## src/rtl/sgw_pkg.sv

```systemverilog
package sgw_pkg;
  localparam int ADDR_W    = 32;
  localparam int WORD_W    = 32;
  localparam int DESC_WDS  = 4;
  localparam int LEN_SHIFT = 3;
  localparam int BYTES_W   = WORD_W + LEN_SHIFT;
  localparam int MODE_W    = 4;
  localparam int FLG_ORD   = 4;
  localparam int FLG_WR    = 5;
  localparam int FLG_LAST  = 7;

  typedef enum logic [1:0] {
    ERR_NONE  = 2'd0,
    ERR_ZERO  = 2'd1,
    ERR_CROSS = 2'd2,
    ERR_LOOP  = 2'd3
  } err_e;

  typedef struct packed {
    logic [ADDR_W-1:0]  addr;
    logic [BYTES_W-1:0] bytes;
    logic               write;
    logic               ordered;
    logic               last;
    logic [MODE_W-1:0]  mode;
    logic [ADDR_W-1:0]  next;
  } desc_t;
endpackage

```

## src/rtl/sgw_fetch.sv

```systemverilog
module sgw_fetch
  import sgw_pkg::*;
#(
  parameter int NW = DESC_WDS
) (
  input  logic                     clk_i,
  input  logic                     rst_ni,
  input  logic                     go_i,
  input  logic [ADDR_W-1:0]        base_i,
  output logic                     mem_req_o,
  output logic [ADDR_W-1:0]        mem_addr_o,
  input  logic                     mem_valid_i,
  input  logic [WORD_W-1:0]        mem_data_i,
  output logic [NW-1:0][WORD_W-1:0] words_o,
  output logic                     fetched_o
);
  localparam int CW  = (NW > 1) ? $clog2(NW) : 1;
  localparam int BSH = $clog2(WORD_W / 8);

  logic              active_q, pend_q, fetched_q;
  logic [CW-1:0]     cnt_q;
  logic [ADDR_W-1:0] base_q;
  logic              accept;

  assign accept     = mem_valid_i & pend_q;
  assign mem_req_o  = active_q & ~pend_q;
  assign mem_addr_o = base_q + (ADDR_W'(cnt_q) << BSH);
  assign fetched_o  = fetched_q;

  always_ff @(posedge clk_i or negedge rst_ni) begin
    if (!rst_ni) begin
      active_q  <= 1'b0;
      pend_q    <= 1'b0;
      cnt_q     <= '0;
      base_q    <= '0;
      fetched_q <= 1'b0;
    end else begin
      fetched_q <= accept & (cnt_q == CW'(NW - 1));
      if (go_i) begin
        active_q <= 1'b1;
        pend_q   <= 1'b0;
        cnt_q    <= '0;
        base_q   <= base_i;
      end else begin
        if (mem_req_o) pend_q <= 1'b1;
        if (accept) begin
          pend_q <= 1'b0;
          if (cnt_q == CW'(NW - 1)) active_q <= 1'b0;
          else                      cnt_q    <= cnt_q + 1'b1;
        end
      end
    end
  end

  for (genvar g = 0; g < NW; g++) begin : g_word
    logic [WORD_W-1:0] word_q;
    always_ff @(posedge clk_i or negedge rst_ni) begin
      if (!rst_ni)                             word_q <= '0;
      else if (accept && cnt_q == CW'(g))      word_q <= mem_data_i;
    end
    assign words_o[g] = word_q;
  end

  // one read in flight
  a_r2_single_read: assert property (@(posedge clk_i) disable iff (!rst_ni)
    mem_req_o |=> !mem_req_o);
  a_r2_data_only_pending: assert property (@(posedge clk_i) disable iff (!rst_ni)
    mem_valid_i |-> pend_q);
endmodule

```

## src/rtl/sgw_decode.sv

```systemverilog
module sgw_decode
  import sgw_pkg::*;
(
  input  logic [DESC_WDS-1:0][WORD_W-1:0] words_i,
  output desc_t                           desc_o,
  output err_e                            fault_o
);
  logic [7:0]         flags;
  logic [7:0]         mode_byte;
  logic [BYTES_W:0]   end_addr;
  localparam logic [BYTES_W:0] ADDR_SPAN = (BYTES_W+1)'(1) << ADDR_W;

  always_comb begin
    flags        = words_i[2][7:0];
    mode_byte    = words_i[2][15:8];
    desc_o.addr    = words_i[0];
    desc_o.bytes   = {words_i[1], {LEN_SHIFT{1'b0}}};
    desc_o.write   = flags[FLG_WR];
    desc_o.ordered = flags[FLG_ORD];
    desc_o.last    = flags[FLG_LAST];
    desc_o.mode    = mode_byte[MODE_W-1:0];
    desc_o.next    = words_i[3];
    end_addr     = (BYTES_W+1)'(words_i[0]) + (BYTES_W+1)'(desc_o.bytes);
    if (words_i[1] == '0)         fault_o = ERR_ZERO;
    else if (end_addr > ADDR_SPAN) fault_o = ERR_CROSS;
    else                          fault_o = ERR_NONE;
  end
endmodule

```

## src/rtl/sgw_ctrl.sv

```systemverilog
module sgw_ctrl
  import sgw_pkg::*;
#(
  parameter int MAX_DESC = 8
) (
  input  logic              clk_i,
  input  logic              rst_ni,
  input  logic              start_i,
  input  logic [ADDR_W-1:0] start_addr_i,
  input  desc_t             desc_i,
  input  err_e              fault_i,
  input  logic              fetched_i,
  input  logic              xfer_done_i,
  output logic              fetch_go_o,
  output logic [ADDR_W-1:0] fetch_base_o,
  output logic              xfer_valid_o,
  output logic              busy_o,
  output logic              done_o,
  output logic              err_o,
  output logic [1:0]        err_code_o
);
  localparam int IW = (MAX_DESC > 2) ? $clog2(MAX_DESC) : 1;

  typedef enum logic [1:0] {ST_IDLE, ST_FETCH, ST_CHECK, ST_XFER} st_e;

  st_e           st_q;
  logic [IW-1:0] idx_q;
  logic          done_q, err_q;
  err_e          code_q;
  logic          advance;

  assign advance      = (st_q == ST_XFER) & xfer_done_i & ~desc_i.last;
  assign fetch_go_o   = ((st_q == ST_IDLE) & start_i) | advance;
  assign fetch_base_o = (st_q == ST_IDLE) ? start_addr_i : desc_i.next;
  assign xfer_valid_o = (st_q == ST_XFER);
  assign busy_o       = (st_q != ST_IDLE);
  assign done_o       = done_q;
  assign err_o        = err_q;
  assign err_code_o   = code_q;

  always_ff @(posedge clk_i or negedge rst_ni) begin
    if (!rst_ni) begin
      st_q   <= ST_IDLE;
      idx_q  <= '0;
      done_q <= 1'b0;
      err_q  <= 1'b0;
      code_q <= ERR_NONE;
    end else begin
      done_q <= 1'b0;
      err_q  <= 1'b0;
      unique case (st_q)
        ST_IDLE: if (start_i) begin
          st_q   <= ST_FETCH;
          idx_q  <= '0;
          code_q <= ERR_NONE;
        end
        ST_FETCH: if (fetched_i) st_q <= ST_CHECK;
        ST_CHECK: begin
          if (fault_i != ERR_NONE) begin
            st_q <= ST_IDLE; err_q <= 1'b1; code_q <= fault_i;
          end else if (!desc_i.last && idx_q == IW'(MAX_DESC - 1)) begin
            st_q <= ST_IDLE; err_q <= 1'b1; code_q <= ERR_LOOP;
          end else begin
            st_q <= ST_XFER;
          end
        end
        ST_XFER: if (xfer_done_i) begin
          if (desc_i.last) begin
            st_q <= ST_IDLE; done_q <= 1'b1;
          end else begin
            st_q  <= ST_FETCH;
            idx_q <= idx_q + 1'b1;
          end
        end
        default: st_q <= ST_IDLE;
      endcase
    end
  end

  // request held until completion
  a_r4_hold_req: assert property (@(posedge clk_i) disable iff (!rst_ni)
    xfer_valid_o && !xfer_done_i |=> xfer_valid_o);
  // pulses exclusive and single-cycle
  a_r11_exclusive: assert property (@(posedge clk_i) disable iff (!rst_ni)
    !(done_o && err_o));
  a_r11_done_pulse: assert property (@(posedge clk_i) disable iff (!rst_ni)
    done_o |=> !done_o);
  a_r11_idle_at_end: assert property (@(posedge clk_i) disable iff (!rst_ni)
    (done_o || err_o) |-> !busy_o);
  // entry index bounded
  a_r9_idx_bound: assert property (@(posedge clk_i) disable iff (!rst_ni)
    idx_q <= IW'(MAX_DESC - 1));
  // start while busy does not restart
  a_r10_no_restart: assert property (@(posedge clk_i) disable iff (!rst_ni)
    busy_o && start_i && !xfer_done_i |=> $stable(idx_q));
endmodule

```

## src/rtl/sgw_walker.sv

```systemverilog
module sgw_walker
  import sgw_pkg::*;
#(
  parameter int MAX_DESC = 8
) (
  input  logic          clk_i,
  input  logic          rst_ni,
  input  logic          start_i,
  input  logic [31:0]   start_addr_i,
  output logic          busy_o,
  output logic          mem_req_o,
  output logic [31:0]   mem_addr_o,
  input  logic          mem_valid_i,
  input  logic [31:0]   mem_data_i,
  output logic          xfer_valid_o,
  output logic [31:0]   xfer_addr_o,
  output logic [34:0]   xfer_bytes_o,
  output logic          xfer_write_o,
  output logic          xfer_ordered_o,
  output logic [3:0]    xfer_mode_o,
  input  logic          xfer_done_i,
  output logic          done_o,
  output logic          err_o,
  output logic [1:0]    err_code_o
);
  logic [DESC_WDS-1:0][WORD_W-1:0] words;
  logic              fetched, fetch_go;
  logic [ADDR_W-1:0] fetch_base;
  desc_t             desc;
  err_e              fault;

  sgw_fetch #(.NW(DESC_WDS)) u_fetch (
    .clk_i, .rst_ni,
    .go_i(fetch_go), .base_i(fetch_base),
    .mem_req_o, .mem_addr_o, .mem_valid_i, .mem_data_i,
    .words_o(words), .fetched_o(fetched)
  );

  sgw_decode u_dec (.words_i(words), .desc_o(desc), .fault_o(fault));

  sgw_ctrl #(.MAX_DESC(MAX_DESC)) u_ctrl (
    .clk_i, .rst_ni, .start_i, .start_addr_i,
    .desc_i(desc), .fault_i(fault), .fetched_i(fetched),
    .xfer_done_i, .fetch_go_o(fetch_go), .fetch_base_o(fetch_base),
    .xfer_valid_o, .busy_o, .done_o, .err_o, .err_code_o
  );

  assign xfer_addr_o    = desc.addr;
  assign xfer_bytes_o   = desc.bytes;
  assign xfer_write_o   = desc.write;
  assign xfer_ordered_o = desc.ordered;
  assign xfer_mode_o    = desc.mode;

  // no read while a request is up; fields stable
  a_r4_no_fetch_in_xfer: assert property (@(posedge clk_i) disable iff (!rst_ni)
    xfer_valid_o |-> !mem_req_o);
  a_r4_fields_stable: assert property (@(posedge clk_i) disable iff (!rst_ni)
    xfer_valid_o && !xfer_done_i |=> $stable(xfer_addr_o) && $stable(xfer_bytes_o)
      && $stable(xfer_mode_o) && $stable(xfer_write_o));
  // never request zero bytes
  a_r7_no_zero_len: assert property (@(posedge clk_i) disable iff (!rst_ni)
    xfer_valid_o |-> xfer_bytes_o != '0);
  // never cross the 4 GiB line
  a_r8_no_wrap: assert property (@(posedge clk_i) disable iff (!rst_ni)
    xfer_valid_o |-> ({4'b0, xfer_addr_o} + {1'b0, xfer_bytes_o}) <= 36'h1_0000_0000);
  // quiet while idle
  a_r1_idle_quiet: assert property (@(posedge clk_i) disable iff (!rst_ni)
    !busy_o |-> !mem_req_o && !xfer_valid_o);
endmodule

```

## config.mk

```make
export PLATFORM = sky130hd
export DESIGN_NAME = sgw_walker
export DESIGN_NICKNAME = d
export VERILOG_FILES = /design/src/rtl/sgw_pkg.sv /design/src/rtl/sgw_fetch.sv /design/src/rtl/sgw_decode.sv /design/src/rtl/sgw_ctrl.sv /design/src/rtl/sgw_walker.sv
export SDC_FILE = /design/constraint.sdc
export NUM_CORES = 1
export LEC_CHECK = 0
export BUFFER_PORTS_ARGS = -buffer_cell sky130_fd_sc_hd__buf_2
export CORE_ASPECT_RATIO = 0.6
export CORE_MARGIN = 5
export CORE_UTILIZATION = 56
export CTS_CLUSTER_SIZE = 24
export DETAILED_ROUTE_END_ITERATION = 10
export GPL_ROUTABILITY_DRIVEN = 0
export HOLD_SLACK_MARGIN = 0.03
export PLACE_DENSITY = 0.79
export SLEW_MARGIN = 20
export SYNTH_ARGS = -nofsm -noshare
export SYNTH_HDL_FRONTEND = slang
export SYNTH_HIERARCHICAL = 1
export SYNTH_SLANG_ARGS = --single-unit
```

## constraint.sdc

```tcl
create_clock -name clk_i -period 10.02 [get_ports clk_i]
set_clock_uncertainty 0.1 [all_clocks]
set_input_delay 2.004 -clock clk_i [delete_from_list [all_inputs] [get_ports clk_i]]
set_output_delay 2.004 -clock clk_i [all_outputs]
set_load 0.02 [all_outputs]
```

== Yosys cells after proc, flatten, opt, wreduce, memory -nomap -nowiden ==
Cells that the tools add are included.

* Add/subtract/negate cells: 4
* Multiplexer cells: 33
* Equality and inequality tests: 13
* Multipliers: 0
* Shift-type cells: 0
* Divide/modulo/power cells: 0
* Bitwise logic cells: 9
* Order comparisons: 1
* Reduce and logical (&&, ||, !) cells: 21

{| class="wikitable"
|+ Operators with widths
! kind !! number
|-
| adder 32 x 35 -> 36 bit || 1
|-
| > comparator 36 x 33 -> 1 bit (second input constant) || 1
|-
| adder 32 x 4 -> 32 bit || 1
|-
| zero test 32 bit || 1
|-
| two-way mux 32 bit || 1
|-
| two-way mux 2 bit || 13
|-
| two-way mux 1 bit || 13
|-
| nonzero test 2 bit || 6
|-
| two-way mux 3 bit || 3
|-
| == test 2 bit (second input constant) || 4
|-
| != test 2 bit (second input constant) || 4
|-
| case mux 2 bit (4 select lines) || 1
|-
| AND 1 bit || 6
|-
| case mux 3 bit (2 select lines) || 1
|-
| AND reduction 3 bit || 2
|-
| logical AND 1 bit || 5
|-
| == test 2 x 1 -> 1 bit (second input constant) || 2
|-
| zero test 2 bit || 2
|-
| case mux 2 bit (2 select lines) || 1
|-
| AND reduction 2 bit || 2
|-
| AND reduction 4 bit || 1
|-
| adder 3 x 1 -> 3 bit (second input constant) || 1
|-
| == test 3 bit (second input constant) || 1
|-
| != test 3 x 1 -> 1 bit (second input constant) || 1
|-
| 6 further kinds || 7
|}

* Bits of input ports: 69
* Register bits: 154
* Bits in read-only memories: 0
* Bits in writable memories: 0
* Memories kept: 0
* Logic and storage cells: 95
* Latch bits: 0

== Logic depth before layout (Yosys ltp) ==
* Word-level depth: 7
* Gate-level depth with buffers: 14
* Mapped depth without buffers: 14

== By module ==
Netlist, hierarchy kept.

{| class="wikitable"
|+ Modules (own cells, without submodules)
! module !! area each (µm²) !! times used !! cells each
|-
| sgw_fetch || 6796.5 || 1 || 452
|-
| sgw_decode || 2631.3 || 1 || 370
|-
| sgw_ctrl || 870.8 || 1 || 77
|}

== Least setup slack after synthesis ==
Ideal clock, no wire load.

* Kind: register -> output
* Start: register u_fetch.cnt_q[0]
* End: output port mem_addr_o[18]
* Stages on the path, launching flop included: 8
* Buffers on the path: 1
* Arrival: 1856 ps
* Required time: 7916 ps
* Path slack: 6060 ps
* Path through: dfrtp_1 ha_1 fa_1 and4_1 nor2b_1 buf_2 nand4_1 xnor2_1

* Longest elaborated chain between the ends: 1

{| class="wikitable"
|+ RTL lines
! item !! line !! text
|-
| start: declaration || sgw_fetch.sv:21 || <nowiki>logic [CW-1:0] cnt_q;</nowiki>
|-
| start signal: assignment || sgw_fetch.sv:49 || <nowiki>else cnt_q <= cnt_q + 1'b1;</nowiki>
|-
| adder 32 x 4 -> 32 bit || sgw_fetch.sv:27 || <nowiki>assign mem_addr_o = base_q + (ADDR_W'(cnt_q) << BSH);</nowiki>
|-
| end: declaration || sgw_walker.sv:12 || <nowiki>output logic [31:0] mem_addr_o,</nowiki>
|}

Every way passes these cells.

== Worst setup path in the final report ==
* Start: register u_fetch.cnt_q[0]
* End: output port mem_addr_o[26]

The elaborated chain is that of the path after synthesis.

==> metrics <==
Die Y=110 um; total I/O pin count=181; Worst-Skew Late Latency=0.42 ns; number of synthesis warnings=6; final period demand of the worst path=4.93 ns; total DRC errors in the routed layout=0; Peak VDD IR=0.237 mV; via count of the first global-routing pass=6619; clock root buffer=clkbuf_16; largest net degree at the start of global routing=87; kind of critical path=reg2out; worst-margin pin slew=0.809 ns; worst-case headroom to the max-slew limit=45.6%; number of buffer cells added on primary ports=177; maximum fanout along the worst path=9; routed wire length=23900 um; relative contribution of the clock network to total power=15.4%; dpl cell area=9620 sq um; leakage power of the design=4.75 nW; arrival time at the worst endpoint=2.82 ns; overall global routing resource usage=24.5%; worst reg2reg startpoint=u_fetch/g_word[0].word_q[3]$_DFFE_PN0P_; ant diodes=0; TritonCTS clock tree=done; final worst setup slack=5.09 ns; starting DRC count in detailed routing=633; overall power after layout=4.23 mW; final worst path period share=49.2%; kind of cell adding the most delay to the critical path=simple AND/OR/NAND/NOR gates; number of buffers inserted for hold repair after clock tree synthesis=0; setup bufs post-CTS=0; net switching component of the power=1.93 mW; count of antenna-violating nets left after detailed routing=0; Hold Path Origin=u_fetch/g_word[3].word_q[23]$_DFFE_PN0P_; Final Util=62.4%; DR vias=6709; Seq pwr share=28.8%; Routed WL per cell=20.7 um; highest cell delay on the worst timing path=0.63 ns; layout cells sized above 1=43.2%; global-route wire length before repair=36900 um; type of the tightest min-delay check=reg2reg; setup repair after global routing missed its margin=false; launch point of the worst path=u_fetch/cnt_q[0]$_DFFE_PN0P_; worst slack at placement=5.56 ns; synthesized area divided by synthesized cell count=11.1 sq um; GR Overflow Total=0; Sinks on Clock Net=149; worst path buffer plus inverter count=1; count of final max-slew check failures=0; achievable clock frequency=203 MHz; combinational group share of total power=55.8%; count of mapped cells out of synthesis=848; DP Wirelength=17800 um; Die Outline Area=19500 sq um; total standard cell area after synthesis=9390 sq um; total number of H-tree levels=4; detailed-route vias per instance=5.83; post-route insts no fill=1151; power density over cell area=415 nW/um^2; detailed-routing iteration count for the pre-antenna-repair pass=5; number of placed cells counting well taps=1120; startpoint types=register; switching share of power=45.6%; Initial Util=57.4%; P_int=2.30 mW; number of nets in the finished design=1019; leading cell type in the layout, fill and taps excluded=buf_2; width of the chip=177 um; clock slew seen by the registers of the worst setup and hold paths=0.07 ns; count of cells resized by post-cts repair=0; Post-Layout Inst Area=10200 sq um; maximum buffer depth of the clock tree=2; final hold viol count=0; cell breakdown of the critical path=ha_1 > fa_1 > and4_1 > nor2b_1 > nand3_1 > xnor2_1 > buf_2; antenna violations before repair=0; Core Box Area=16400 sq um; Core Rows=36; result of the run=finished clean; slowest library cell on the worst path=nor2b_1; P&R area growth vs syn=8.76%; number of buffers added by the clock tree synthesis step=17; final hold slack=0.406 ns; endpoint class of the critical path=primary output; max-cap violation count=0; total setup violations reported at the end of the flow=0; commonest cells after routing, fill and taps aside=176 x buf_2, 167 x mux2_2, 149 x dfrtp_1, 43 x nand2_1, 37 x ha_1; Total Neg Setup Slack=0 ns; Worst EP required=7.92 ns
-- cell type report --
class / count / area (sq um)
clock buffer: 17 / 425
sequential: 149 / 3730
inverter: 11 / 41.3
fill: 1338 / 6140
clock inverter: 14 / 168
multi-input combinational: 550 / 4630
tap: 228 / 285
timing repair buffer: 182 / 930
-- path summary, 6_finish.rpt --
kind | depth (start not counted) | slack [ns] | to
setup / recovery | 7 | 5.09 | mem_addr_o[26]
hold / removal | 1 | 0.41 | u_fetch/g_word[3].word_q[23]$_DFFE_PN0P_
setup reg to reg | 14 | 5.44 | u_ctrl/st_q[1]$_DFFE_PN0P_
hold reg to reg | 1 | 0.41 | u_fetch/g_word[3].word_q[23]$_DFFE_PN0P_
max in group asynchronous | 2 | 6.93 | u_fetch/g_word[1].word_q[28]$_DFFE_PN0P_
min in group asynchronous | 1 | 1.53 | u_fetch/g_word[3].word_q[22]$_DFFE_PN0P_
-- sequential cells by signal (all words and copies together) (netlist names), 2 cells and up --
name / flops
u_fetch/g_word.word_q: 103
u_fetch/base_q: 32
u_ctrl/idx_q: 3
u_ctrl/err_code_o: 2
u_ctrl/st_q: 2
u_fetch/cnt_q: 2
-- routing by layer --
metal	share of wire [%]	track usage, %
met1	49	37.2
met2	41	34.9
met3	9.5	6.85
met4	0.83	5.19
met5	0	0
-- power by group through the flow --
stage	Combinational (mW)	Sequential (mW)	Clock, mW
5_1_grt	2.55	1.26	0.682
4_1_cts	2.33	1.21	0.655
6_report	2.36	1.22	0.650
2_1_floorplan	2.06	1.10	0
3_3_place_gp	2.27	1.20	0
3_5_place_dp	2.31	1.21	0
-- worst reg2reg max path, stage by stage, from the launching register on --
cell       delay, ns
dfrtp_1         0.41
ha_1            0.23
fa_1            0.41
xor2_1          0.16
nor4_1          0.39
o2111ai_1       0.18
a211o_1         0.27
nor4_1          0.31
nand4_1         0.15
or4_1           0.53
a2111oi_2       0.29
and4_1          0.24
o32ai_1         0.12
or4_1           0.55
a31oi_1         0.17
Power figures use the tool's default switching activity.
